**config.mk**
```make
export PLATFORM = sky130hd
export DESIGN_NAME = uart_reg_bank
export DESIGN_NICKNAME = d
export VERILOG_FILES = /design/src/rtl/uart_rb_pkg.sv /design/src/rtl/uart_rb_decode.sv /design/src/rtl/uart_rb_status.sv /design/src/rtl/uart_reg_bank.sv
export SDC_FILE = /design/constraint.sdc
export NUM_CORES = 1
export LEC_CHECK = 0
export BUFFER_PORTS_ARGS = -buffer_cell sky130_fd_sc_hd__buf_2
export CAP_MARGIN = 20
export CORE_MARGIN = 2
export CORE_UTILIZATION = 30
export DETAILED_ROUTE_END_ITERATION = 10
export HOLD_SLACK_MARGIN = 0.1
export RECOVER_POWER = 25
export REMOVE_ABC_BUFFERS = 1
export SLEW_MARGIN = 20
export SYNTH_ARGS = -nofsm -noshare
export SYNTH_HDL_FRONTEND = slang
export SYNTH_SLANG_ARGS = --single-unit
```
**constraint.sdc**
```tcl
create_clock -name clk_i -period 2.3 [get_ports clk_i]
set_input_delay 0 -clock clk_i [delete_from_list [all_inputs] [get_ports clk_i]]
set_output_delay 0 -clock clk_i [all_outputs]
set_load 0.02 [all_outputs]
```
**src/rtl/uart_rb_pkg.sv**
```systemverilog
package uart_rb_pkg;
  localparam int NUM_REGS = 12;

  typedef enum logic [3:0] {
    RI_DLL     = 4'd0,
    RI_DLH     = 4'd1,
    RI_GCTL    = 4'd2,
    RI_LCR     = 4'd3,
    RI_MCR     = 4'd4,
    RI_LSR     = 4'd5,
    RI_MSR     = 4'd6,
    RI_SCR     = 4'd7,
    RI_IER_SET = 4'd8,
    RI_IER_CLR = 4'd9,
    RI_THR     = 4'd10,
    RI_RBR     = 4'd11
  } reg_idx_e;

  typedef enum logic [1:0] {
    RSP_OK   = 2'd0,
    RSP_SIZE = 2'd1,
    RSP_ADDR = 2'd2
  } rsp_e;

  localparam logic [1:0] SIZE_HALF = 2'd1;
  // plain storage: indices 0..4 and 7
  localparam logic [NUM_REGS-1:0] PLAIN_MASK = 12'b0000_1001_1111;
  localparam int IER_ETBEI = 1;
endpackage

```
**src/rtl/uart_rb_decode.sv**
```systemverilog
module uart_rb_decode import uart_rb_pkg::*; #(
  parameter int ADDR_W = 6
) (
  input  logic [1:0]          size_i,
  input  logic [ADDR_W-1:0]   addr_i,
  output logic [NUM_REGS-1:0] hit_o,
  output rsp_e                code_o
);
  localparam int IDX_W = ADDR_W - 2;

  logic [IDX_W-1:0] idx;
  logic             in_map;

  assign idx    = addr_i[ADDR_W-1:2];
  assign in_map = (addr_i[1:0] == 2'b00) && (idx < IDX_W'(NUM_REGS));

  // size check outranks address check
  always_comb begin
    if (size_i != SIZE_HALF)  code_o = RSP_SIZE;
    else if (!in_map)         code_o = RSP_ADDR;
    else                      code_o = RSP_OK;
  end

  for (genvar g = 0; g < NUM_REGS; g++) begin : g_hit
    assign hit_o[g] = (code_o == RSP_OK) && (idx == IDX_W'(g));
  end
endmodule

```
**src/rtl/uart_rb_status.sv**
```systemverilog
module uart_rb_status import uart_rb_pkg::*; #(
  parameter int REG_W = 8
) (
  input  logic             clk_i,
  input  logic             rst_ni,
  input  logic             lsr_wr_i,
  input  logic             msr_wr_i,
  input  logic [REG_W-1:0] wdata_i,
  input  logic [4:0]       line_evt_i,
  input  logic             cts_chg_i,
  input  logic             rx_dr_i,
  input  logic             tx_thre_i,
  input  logic             tx_temt_i,
  output logic [REG_W-1:0] lsr_o,
  output logic [REG_W-1:0] msr_o
);
  // sticky order {TFI, BI, FE, PE, OE}
  logic [4:0] stk_q;
  logic [4:0] wsel;
  logic       scts_q;

  assign wsel = lsr_wr_i ? {wdata_i[7], wdata_i[4:1]} : 5'b0;

  always_ff @(posedge clk_i or negedge rst_ni) begin
    if (!rst_ni) begin
      stk_q  <= '0;
      scts_q <= 1'b0;
    end else begin
      stk_q  <= (stk_q & ~wsel) | line_evt_i;
      scts_q <= (scts_q & ~(msr_wr_i & wdata_i[0])) | cts_chg_i;
    end
  end

  // live bits are sampled at read time
  assign lsr_o = {stk_q[4], tx_temt_i, tx_thre_i, stk_q[3:0], rx_dr_i};
  assign msr_o = {{(REG_W-1){1'b0}}, scts_q};


  lsr_w1c_chk: assert property (@(posedge clk_i) disable iff (!rst_ni)
    (lsr_wr_i && line_evt_i == 5'b0) |=> ((stk_q & $past(wsel)) == 5'b0));

  lsr_evt_wins_chk: assert property (@(posedge clk_i) disable iff (!rst_ni)
    (line_evt_i != 5'b0) |=> ((stk_q & $past(line_evt_i)) == $past(line_evt_i)));

  scts_w1c_chk: assert property (@(posedge clk_i) disable iff (!rst_ni)
    (msr_wr_i && wdata_i[0] && !cts_chg_i) |=> !scts_q);
endmodule

```
**src/rtl/uart_reg_bank.sv**
```systemverilog
module uart_reg_bank import uart_rb_pkg::*; #(
  parameter int ADDR_W = 6,
  parameter int DATA_W = 16,
  parameter int REG_W  = 8
) (
  input  logic                clk_i,
  input  logic                rst_ni,
  input  logic                req_valid_i,
  input  logic                req_write_i,
  input  logic [1:0]          req_size_i,
  input  logic [ADDR_W-1:0]   req_addr_i,
  input  logic [DATA_W-1:0]   req_wdata_i,
  output logic                rsp_valid_o,
  output logic [1:0]          rsp_code_o,
  output logic [DATA_W-1:0]   rsp_rdata_o,
  input  logic                rx_dr_i,
  input  logic                tx_thre_i,
  input  logic                tx_temt_i,
  input  logic [REG_W-1:0]    rx_byte_i,
  input  logic [4:0]          line_evt_i,
  input  logic                cts_chg_i,
  output logic [2*REG_W-1:0]  divisor_o,
  output logic [REG_W-1:0]    gctl_o,
  output logic [REG_W-1:0]    lcr_o,
  output logic [REG_W-1:0]    mcr_o,
  output logic [REG_W-1:0]    tx_byte_o,
  output logic                tx_event_o
);
  rsp_e                code;
  logic [NUM_REGS-1:0] hit, wr_sel;
  logic                wr_ok, rd_ok;
  logic [REG_W-1:0]    wb, rd_val, lsr_v, msr_v;
  logic [REG_W-1:0]    plain_q [NUM_REGS];
  logic [REG_W-1:0]    ier_q, thr_q;
  logic                tx_evt_q, rsp_valid_q;
  rsp_e                rsp_code_q;
  logic [DATA_W-1:0]   rsp_rdata_q;
  logic                unused_hi;

  assign wb        = req_wdata_i[REG_W-1:0];
  assign unused_hi = ^req_wdata_i[DATA_W-1:REG_W];

  uart_rb_decode #(.ADDR_W(ADDR_W)) i_decode (
    .size_i (req_size_i),
    .addr_i (req_addr_i),
    .hit_o  (hit),
    .code_o (code)
  );

  assign wr_ok  = req_valid_i && req_write_i && (code == RSP_OK);
  assign rd_ok  = req_valid_i && !req_write_i && (code == RSP_OK);
  assign wr_sel = hit & {NUM_REGS{wr_ok}};

  for (genvar g = 0; g < NUM_REGS; g++) begin : g_plain
    if (PLAIN_MASK[g]) begin : g_store
      logic [REG_W-1:0] q;
      always_ff @(posedge clk_i or negedge rst_ni) begin
        if (!rst_ni)        q <= '0;
        else if (wr_sel[g]) q <= wb;
      end
      assign plain_q[g] = q;
    end else begin : g_none
      assign plain_q[g] = '0;
    end
  end

  uart_rb_status #(.REG_W(REG_W)) i_status (
    .clk_i      (clk_i),
    .rst_ni     (rst_ni),
    .lsr_wr_i   (wr_sel[RI_LSR]),
    .msr_wr_i   (wr_sel[RI_MSR]),
    .wdata_i    (wb),
    .line_evt_i (line_evt_i),
    .cts_chg_i  (cts_chg_i),
    .rx_dr_i    (rx_dr_i),
    .tx_thre_i  (tx_thre_i),
    .tx_temt_i  (tx_temt_i),
    .lsr_o      (lsr_v),
    .msr_o      (msr_v)
  );

  always_ff @(posedge clk_i or negedge rst_ni) begin
    if (!rst_ni) begin
      ier_q    <= '0;
      thr_q    <= '0;
      tx_evt_q <= 1'b0;
    end else begin
      if (wr_sel[RI_IER_SET])      ier_q <= ier_q | wb;
      else if (wr_sel[RI_IER_CLR]) ier_q <= ier_q & ~wb;
      if (wr_sel[RI_THR])          thr_q <= wb;
      // enable as it stood before this write
      tx_evt_q <= wr_sel[RI_THR] & ier_q[IER_ETBEI];
    end
  end

  always_comb begin
    rd_val = '0;
    for (int i = 0; i < NUM_REGS; i++)
      if (hit[i]) rd_val = plain_q[i];
    if (hit[RI_LSR])                     rd_val = lsr_v;
    if (hit[RI_MSR])                     rd_val = msr_v;
    if (hit[RI_IER_SET] || hit[RI_IER_CLR]) rd_val = ier_q;
    if (hit[RI_THR])                     rd_val = thr_q;
    if (hit[RI_RBR])                     rd_val = rx_byte_i;
  end

  always_ff @(posedge clk_i or negedge rst_ni) begin
    if (!rst_ni) begin
      rsp_valid_q <= 1'b0;
      rsp_code_q  <= RSP_OK;
      rsp_rdata_q <= '0;
    end else begin
      rsp_valid_q <= req_valid_i;
      rsp_code_q  <= req_valid_i ? code : RSP_OK;
      rsp_rdata_q <= rd_ok ? {{(DATA_W-REG_W){1'b0}}, rd_val} : '0;
    end
  end

  assign rsp_valid_o = rsp_valid_q;
  assign rsp_code_o  = rsp_code_q;
  assign rsp_rdata_o = rsp_rdata_q;
  assign divisor_o   = {plain_q[RI_DLH], plain_q[RI_DLL]};
  assign gctl_o      = plain_q[RI_GCTL];
  assign lcr_o       = plain_q[RI_LCR];
  assign mcr_o       = plain_q[RI_MCR];
  assign tx_byte_o   = thr_q;
  assign tx_event_o  = tx_evt_q;


  size_err_prio_chk: assert property (@(posedge clk_i) disable iff (!rst_ni)
    (req_valid_i && req_size_i != SIZE_HALF) |=> (rsp_code_o == RSP_SIZE));

  err_no_data_chk: assert property (@(posedge clk_i) disable iff (!rst_ni)
    (rsp_code_o != RSP_OK) |-> (rsp_rdata_o == '0 && !tx_event_o));

  tx_evt_cause_chk: assert property (@(posedge clk_i) disable iff (!rst_ni)
    tx_event_o |-> $past(req_valid_i && req_write_i && req_size_i == SIZE_HALF
                         && req_addr_i == ADDR_W'(RI_THR * 4)));

  ier_set_chk: assert property (@(posedge clk_i) disable iff (!rst_ni)
    wr_sel[RI_IER_SET] |=> ((ier_q & $past(wb)) == $past(wb)));

  ier_clr_chk: assert property (@(posedge clk_i) disable iff (!rst_ni)
    wr_sel[RI_IER_CLR] |=> ((ier_q & $past(wb)) == '0));
endmodule

```
==> metrics.cfg <==
[outcome]
outcome=finished with violations
violations=max-capacitance violations, max-slew violations

[synthesis]
ys.flop_type=dfrtp_1
ys_warn_count=0
ys_seq_elements=82
ys_async_sr_fraction_pct=100
avgSynthCellArea_um2=11.5
synth_edf_count=0
ys_types=48
netlist_area_um2=4220
ys_seq_area_share_pct=48.7
syn_inst=368

[die]
io-pin-count=113
row_count=43
initial_core_util_pct=30.5
dieArea_um2=15000
die_h_um=123
die_x_um=123
coreArea_um2=13800

[clocking]
cts_tree=done
root_buffer=clkbuf_16
clk_path_buf_depth=2
clock_latency_ns=0.34
clock-sinks=82
path_clk_slew_ns=0.06
htree_levels=3
cts_resized=0
numCtsBuffers=9

[sta]
min_period_ns=2.16
tightest_slew_ns=1.89
period_share_pct=93.8
hold_viol=0
fin_ws_ns=0.143
setup_violations=0
finClkSkew_ns=0.00383
fmaxAchievable_mhz=464
slew_headroom_pct=-25.7
maxSlewViolCount=83
rsz0062_at_grt=no
fin_setup_tns_ns=0

[global_routing]
grt_pass1_wl_mm=19.2
grt_max_degree=83
grtUsageTotal_pct=17.1
gr-total-overflow=0
antenna_found_initial=0
grt_pass1_vias=3568

[cells_and_area]
final_common_cell=dfrtp_1
nFillCells=1351
drive_above_1_share_pct=31.3
final_cell_mix=82 x dfrtp_1, 68 x buf_2, 55 x mux2_2, 32 x dlygate4sd3_1, 30 x clkbuf_1
nets=544
num_antenna_cells=0
area.sequential_um2=2050
syn_to_final_growth_pct=30.1
multiInputGateArea_um2=1980

[placed_design]
routabilityCongestion=0.864
dp_hpwl_mm=8.67
pre_cts_ws_ns=0.179
io_buffers=96

[power]
p_switching_uw=792
cellPowerDensity_nw_per_um2=586
total_power_uw=3210
swShare_pct=24.7
seq_power_share_pct=46.5
pwr-share-clk_pct=42.6
power.static_leakage_uw=0.00263
comb_power_share_pct=10.9
internal_power_uw=2420
ir_drop_uv=278

[worst_setup_path]
cp.required_ns=2.52
setup.worst_path.class=in -> reg
cp-end-kind=flip-flop
cp_max_fo=7
crit_path_start_kind=input port
crit_arrival_ns=2.38

[routing]
vias=3479
vias_per_cell=5.09
first_pass_iters=4
post_drt_wl_per_cell_um=18.0
drt-total-wl_mm=12.3
drc=0
final_antenna_net_count=0
drt-initial-drc-count=203

[flow_run]
drv_cap=1

[worst_hold_path]
hold_class=in -> reg

[per-stage QoR]
stage	util [%]	hold WS, ns	instance area, um^2	instances
2_1_floorplan	-	-0.296	4080	344
3_3_place_gp	35.6	0.181	4920	636
3_5_place_dp	35.6	0.189	4920	636
4_1_cts	39.9	0.127	5520	684
5_1_grt	39.7	0.171	5490	684
6_report	39.7	0.147	5490	684
[sequential cells by signal, summed over array words and instances, names as in the netlist, named ones only]
register	flops
mcr_o	8
lcr_o	8
tx_byte_o	8
i_status.stk_q	5
g_plain.g_store.q	24
i_status.scts_q	1
rsp_rdata_o	8
rsp_code_o	2
gctl_o	8
rsp_valid_o	1
tx_event_o	1
[synth_stat cells (3+ instances only)]
| cell | instances | area share, % |
|---|---|---|
| a2111oi_0 | 4 | 0.83 |
| a211oi_1 | 3 | 0.53 |
| a21o_1 | 6 | 1.1 |
| a21oi_1 | 8 | 0.95 |
| a31oi_1 | 3 | 0.45 |
| a32o_1 | 3 | 0.71 |
| buf_1 | 3 | 0.27 |
| buf_2 | 4 | 0.47 |
| buf_4 | 8 | 1.4 |
| clkbuf_1 | 14 | 1.2 |
| dfrtp_1 | 82 | 49 |
| inv_1 | 11 | 0.98 |
| mux2_2 | 55 | 15 |
| mux2i_1 | 29 | 6.9 |
| nand2_1 | 17 | 1.5 |
| nand2b_1 | 15 | 2.2 |
| nand3_1 | 11 | 1.3 |
| nand3b_1 | 5 | 0.89 |
| nand4_1 | 3 | 0.45 |
| nor2_1 | 18 | 1.6 |
| nor2b_1 | 3 | 0.45 |
| nor3_1 | 7 | 0.83 |
| o2111ai_1 | 3 | 0.62 |
| o211ai_1 | 7 | 1.2 |
| o21ai_0 | 7 | 0.83 |
| o221ai_1 | 6 | 1.2 |
| o22a_1 | 3 | 0.62 |
| o311ai_0 | 3 | 0.62 |
[cell type report]
| type | instances | area share, % |
|---|---|---|
| Clock buffer | 14 | 5.00 |
| Multi-Input combinational cell | 251 | 36.2 |
| Timing Repair Buffer | 144 | 16.4 |
| Tap cell | 180 | 4.11 |
| Clock inverter | 2 | 0.182 |
| Inverter | 11 | 0.753 |
| Sequential cell | 82 | 37.4 |
[routing by layer]
| layer | track usage (%) | up-vias | routed length [um] |
|---|---|---|---|
| met5 | 0 | - | 0 |
| met4 | 7.47 | 0 | 295 |
| met2 | 27.2 | 110 | 5900 |
| li1 | - | 1607 | - |
| met3 | 4.09 | 22 | 579 |
| met1 | 22.0 | 1740 | 5530 |
[final timing paths]
path,startpoint,endpoint,slack [ns],cells past startpoint
hold / removal,req_addr_i[5],rsp_rdata_o[5],0.15,3
max in group asynchronous,rst_ni,mcr_o[6],0.44,2
min in group asynchronous,rst_ni,rsp_rdata_o[0],0.70,2
setup reg to reg,mcr_o[1],rsp_rdata_o[1],0.94,4
hold reg to reg,flip-flop,tx_event_o,0.51,1
setup / recovery,req_valid_i,i_status.stk_q[1],0.14,8
[logic make-up (layout without fill, tap and decap cells)]
group,count (synthesis),after routing,synth area share (%)
AO/OA/AOI/OAI,63,63,11.1
buffers and inverters,42,171,4.92
flip-flops,82,82,48.7
multiplexers,85,85,21.8
other,1,8,0.0889
AND/OR/NAND/NOR,95,95,13.4
[critical path: stages]
cell and delay (ns):
dlygate4sd3_1 0.52, buf_2 0.16, nand2_1 0.26, nor4_2 0.43, buf_4 0.21, nand2_1 0.06
a21o_1 0.18, dlygate4sd3_1 0.56
[what timing repair did]
item,CTS,global route
hold buffers,32,0
hold endpoints to repair,161,0
buffers inserted,0,0
[power groups by stage]
stage / Combinational, uW / Clock (uW) / Sequential (uW)
2_1_floorplan: 108 / 0 / 1540
3_3_place_gp: 313 / 0 / 1520
3_5_place_dp: 319 / 0 / 1520
4_1_cts: 354 / 1400 / 1490
5_1_grt: 381 / 1470 / 1500
6_report: 349 / 1370 / 1490
(Power assumes the default switching activity.)
